File: src/rtl/updn_pkg.sv
package updn_pkg;
  localparam int unsigned CNT_W = 4;
  typedef logic [CNT_W-1:0] cnt_t;

  function automatic cnt_t top_val(input logic decade);
    return decade ? cnt_t'(9) : cnt_t'((1 << CNT_W) - 1);
  endfunction

  function automatic cnt_t step_up(input cnt_t v, input logic decade);
    if (v >= top_val(decade)) return '0;
    return v + cnt_t'(1);
  endfunction

  function automatic cnt_t step_dn(input cnt_t v, input logic decade);
    if (v == '0) return top_val(decade);
    return v - cnt_t'(1);
  endfunction
endpackage

File: src/rtl/strobe_sync.sv
module strobe_sync #(
  parameter int unsigned STAGES = 2
) (
  input  logic clk_i,
  input  logic rst_ni,
  input  logic lvl_i,
  output logic lvl_o,
  output logic rise_o
);
  localparam int unsigned DEPTH = STAGES + 1;

  // Idle-high reset value keeps reset release from looking like an edge.
  logic [DEPTH-1:0] pipe_q;

  always_ff @(posedge clk_i or negedge rst_ni) begin
    if (!rst_ni) pipe_q <= '1;
    else         pipe_q <= {pipe_q[DEPTH-2:0], lvl_i};
  end

  assign lvl_o  = pipe_q[STAGES-1];
  assign rise_o = pipe_q[STAGES-1] & ~pipe_q[STAGES];
endmodule

File: src/rtl/count_core.sv
module count_core
  import updn_pkg::*;
#(
  parameter bit DECADE = 1'b0
) (
  input  logic clk_i,
  input  logic rst_ni,
  input  logic clr_i,
  input  logic load_ni,
  input  cnt_t data_i,
  input  logic up_en_i,
  input  logic dn_en_i,
  output cnt_t count_o
);
  cnt_t cnt_q, cnt_d;

  always_comb begin
    cnt_d = cnt_q;
    if (clr_i)                    cnt_d = '0;
    else if (!load_ni)            cnt_d = data_i;
    else if (up_en_i && !dn_en_i) cnt_d = step_up(cnt_q, DECADE);
    else if (dn_en_i && !up_en_i) cnt_d = step_dn(cnt_q, DECADE);
  end

  always_ff @(posedge clk_i or negedge rst_ni) begin
    if (!rst_ni) cnt_q <= '0;
    else         cnt_q <= cnt_d;
  end

  assign count_o = cnt_q;
endmodule

File: src/rtl/term_flags.sv
module term_flags
  import updn_pkg::*;
#(
  parameter bit DECADE = 1'b0
) (
  input  cnt_t count_i,
  input  logic up_lvl_i,
  input  logic dn_lvl_i,
  input  logic clr_i,
  input  logic load_ni,
  output logic carry_no,
  output logic borrow_no
);
  localparam cnt_t TOP = top_val(DECADE);

  logic quiet;
  assign quiet     = !clr_i && load_ni;
  assign carry_no  = !(quiet && (count_i == TOP) && !up_lvl_i);
  assign borrow_no = !(quiet && (count_i == '0) && !dn_lvl_i);
endmodule

File: src/rtl/updn_cascade_counter.sv
module updn_cascade_counter
  import updn_pkg::*;
#(
  parameter bit          DECADE      = 1'b0,
  parameter int unsigned SYNC_STAGES = 2
) (
  input  logic             clk_i,
  input  logic             rst_ni,
  input  logic             up_i,
  input  logic             dn_i,
  input  logic             clr_i,
  input  logic             load_ni,
  input  logic [CNT_W-1:0] data_i,
  output logic [CNT_W-1:0] count_o,
  output logic             carry_no,
  output logic             borrow_no
);
  localparam int unsigned N_STROBE = 2;

  logic [N_STROBE-1:0] raw, lvl, rise;
  assign raw = {dn_i, up_i};

  for (genvar g = 0; g < N_STROBE; g++) begin : g_sync
    strobe_sync #(.STAGES(SYNC_STAGES)) u_sync (
      .clk_i (clk_i),
      .rst_ni(rst_ni),
      .lvl_i (raw[g]),
      .lvl_o (lvl[g]),
      .rise_o(rise[g])
    );
  end

  count_core #(.DECADE(DECADE)) u_core (
    .clk_i  (clk_i),
    .rst_ni (rst_ni),
    .clr_i  (clr_i),
    .load_ni(load_ni),
    .data_i (data_i),
    .up_en_i(rise[0]),
    .dn_en_i(rise[1]),
    .count_o(count_o)
  );

  term_flags #(.DECADE(DECADE)) u_flags (
    .count_i  (count_o),
    .up_lvl_i (lvl[0]),
    .dn_lvl_i (lvl[1]),
    .clr_i    (clr_i),
    .load_ni  (load_ni),
    .carry_no (carry_no),
    .borrow_no(borrow_no)
  );
endmodule

File: config.mk
export PLATFORM = sky130hd
export DESIGN_NAME = updn_cascade_counter
export DESIGN_NICKNAME = d
export VERILOG_FILES = /design/src/rtl/updn_pkg.sv /design/src/rtl/strobe_sync.sv /design/src/rtl/count_core.sv /design/src/rtl/term_flags.sv /design/src/rtl/updn_cascade_counter.sv
export SDC_FILE = /design/constraint.sdc
export NUM_CORES = 1
export LEC_CHECK = 0
export ABC_AREA = 1
export ABC_CLOCK_PERIOD_IN_PS = 4200
export BUFFER_PORTS_ARGS = -buffer_cell sky130_fd_sc_hd__buf_2
export CORE_AREA = 2 2 39 41
export CTS_BUF_LIST = sky130_fd_sc_hd__clkbuf_4
export CTS_CLUSTER_SIZE = 28
export DETAILED_ROUTE_END_ITERATION = 10
export DIE_AREA = 0 0 41 43
export PLACE_DENSITY = 0.69
export SLEW_MARGIN = 30
export SYNTH_ARGS = -nofsm -noshare
export SYNTH_HDL_FRONTEND = slang
export SYNTH_SLANG_ARGS = --single-unit
export TNS_END_PERCENT = 10
File: constraint.sdc
create_clock -name clk_i -period 4.2 [get_ports clk_i]
set_clock_uncertainty 0.2 [all_clocks]
set_input_delay 0.21 -clock clk_i [delete_from_list [all_inputs] [get_ports clk_i]]
set_output_delay 0.21 -clock clk_i [all_outputs]
set_load 0.05 [all_outputs]
==> flow_summary_export.csv <==
group,metric,value,unit
cts,cts_buffer_depth,2,
global_routing,antenna_found_initial,0,
place,dp_hpwl,891,um
pwr,power,0.256,mW
final_layout,final_common_cell,"nand2_1",
sta,finalCritPeriodShare,0.472,
routing,dr.pass1.iters,4,
global_routing,groute.usage.overall,0.162,
final_layout,syn_to_final_growth,25.7,%
cts,cts_tree,"yes",
critical_path,worstPathCellList,"inv_1 -> ha_1 -> inv_1 -> nor3_1 -> nand2_1 -> buf_2",
global_routing,grt_pass1_vias,500,
yosys,ys_seq_area_frac,0.437,
global_routing,grt_overflow,0,
yosys,syn_nets,94,
final_layout,final_core_util,0.535,
global_routing,grt_pass1_wl,1.97,mm
hold_path,hold_path.class,"input pin to register",
yosys,yosys_warnings,0,
run,cap_violations,0,
sta,worst_slew_margin_rel,0.835,
sta,final_hold_viol_count,0,
pwr,p_leak,0.402,nW
cts,h-tree-depth,1,
routing,dr.first_iter.drc_count,14,
routing,wl_per_cell,9.24,um
yosys,syn_avg_cell_area,7.28,um^2
sta,finalCriticalPeriod,1.98,ns
final_layout,nets,117,
yosys,yosys.area.top_type,"dfstp_2",
place,place_area,684,um^2
critical_path,cp_slowest_cell,"dfrtp_1",
critical_path,critPathMaxStageDelay,0.43,ns
place,routabilityCongestion,0.799,
cts,clock_sinks,10,
routing,final_antenna_net_count,0,
critical_path,crit_type,"register to output pin",
cts,clk_pin_slew,0.07,ns
sta,max_clock_freq,504,MHz
critical_path,crit_arrival,1.57,ns
critical_path,crit_fanout,6,
floorplanning,die_w,41,um
critical_path,critPathRequiredTime,3.79,ns
yosys,synth_top_area_frac,0.268,
critical_path,crit_top_cell,"inv_1",
final_layout,fillers,139,
final_layout,n_antenna_cell,0,
floorplanning,io_pins,16,
cts,post-cts-setup-buffers,0,
place,port_buffers,15,
sta,tightest_slew,0.249,ns
cts,cts_buffers,3,
yosys,synth_top_cells_by_area,"dfstp_2, dfrtp_1, nand2_1",
cts,clock_latency,0.26,ns
sta,setup_viol,0,
final_layout,final_cell_mix,"nand2_1, inv_1, buf_2",
floorplanning,std_cell_rows,14,
pwr,ir_drop,244,uV
pwr,p_per_area,345,nW/um^2
routing,wl,1.10,mm
yosys,ys_seq_elements,10,
yosys,synth_cells,81,
critical_path,startpoint_type,"register",
critical_path,crit_path_end_kind,"output pin",
global_routing,grt_max_degree,11,
routing,drc_errors,0,
sta,drv_slew,0,
floorplanning,die-area,1760,um^2
yosys,yosysUniqueCellTypes,16,
cts,root_buffer,"clkbuf_4",
status,status,"finished clean",
floorplanning,initial_utilization,0.426,
final_layout,final_cell_area,741,um^2
final_layout,drive_gt1_frac,0.272,
routing,vias,556,
sta,setup_tns,0,ns
yosys,synth_area,589,um^2
sta,rsz0062_at_grt,"no",
routing,vias_per_cell,4.67,
floorplanning,die_h,43,um
floorplanning,core,1380,um^2
==> sequential cells by signal (all words and copies together), names as in the netlist <==
signal / count
g_sync.u_sync.pipe_q: 6
u_core.count_o: 4
==> worst max-delay path: cells and delay by family (launching register included) <==
| kind | cells | cell delay, ns |
|---|---|---|
| flip-flops | 1 | 0.43 |
| adder cells (fa/ha/maj) | 1 | 0.19 |
| buffers and inverters | 3 | 0.44 |
| AND/OR/NAND/NOR | 2 | 0.26 |
==> routing by layer <==
metal | part of all wire | GRT usage | vias up | routed length (um)
li1 | - | - | 293 | -
met1 | 0.45 | 0.220 | 246 | 497
met2 | 0.49 | 0.250 | 17 | 536
met3 | 0.061 | 0.0209 | 0 | 67
met4 | 0 | 0.0667 | 0 | 0
met5 | 0 | 0 | - | 0
==> cells in the mapped netlist <==
cell and number:
nand2_1 26, inv_1 16, dfstp_2 6, nand3_1 5, nor2_1 5, o21ai_1 5, dfrtp_1 4, a21oi_1 3
ha_1 3, o21ai_0 2, nand2_2 1, nor2_2 1, nor2_4 1, nor3_1 1, o211ai_1 1, or2_2 1
==> cell type report <==
cell class	count	area [um^2]	share of cell area
timing repair buffer	18	105	0.142
inverter	16	60.1	0.0811
tap	16	20.0	0.0270
clock inverter	1	3.75	0.00507
sequential	10	258	0.348
multi-input combinational	55	272	0.367
clock buffer	3	22.5	0.0304
==> timing repair <==
action	CTS	global route
hold buffers	3	0
endpoints found under the hold margin	12	0
endpoints found under the setup margin	0	0
gates resized for setup	0	0
==> power by group <==
part           total [mW]  switching (mW)  internal, mW
registers           0.115         0.00933         0.106
logic              0.0756          0.0504        0.0252
clock network      0.0648          0.0306        0.0341
==> cell families (layout without fill, tap and decap cells) <==
family | count (synthesis) | after routing | synth area share
buffers and inverters | 16 | 38 | 0.102
flip-flops | 10 | 10 | 0.437
adder cells (fa/ha/maj) | 3 | 3 | 0.0637
AO/OA/AOI/OAI | 11 | 11 | 0.0977
AND/OR/NAND/NOR | 41 | 41 | 0.299
==> through the flow <==
stage	setup WS [ns]	std cells	hold slack, ns
2_1_floorplan	2.22	81	-0.286
3_3_place_gp	2.49	112	-0.128
3_5_place_dp	2.50	112	-0.130
4_1_cts	2.22	119	0.0180
5_1_grt	2.06	119	0.0264
6_report	2.22	119	0.0158
==> worst paths after layout <==
kind,from,to,slack (ns),cells after the start
worst max-delay path,u_core.count_o[0]$_DFFE_PN0P_,borrow_no,2.22,6
worst min-delay path,data_i[1],u_core.count_o[1]$_DFFE_PN0P_,0.02,3
worst max register to register,g_sync[0].u_sync.pipe_q[1]$_DFF_PN1_,u_core.count_o[2]$_DFFE_PN0P_,2.51,10
worst min register to register,g_sync[0].u_sync.pipe_q[0]$_DFF_PN1_,g_sync[0].u_sync.pipe_q[1]$_DFF_PN1_,0.15,0
max in group asynchronous,rst_ni,g_sync[1].u_sync.pipe_q[1]$_DFF_PN1_,3.42,2
min in group asynchronous,rst_ni,u_core.count_o[2]$_DFFE_PN0P_,0.12,2
Power figures use the tool's default switching activity.
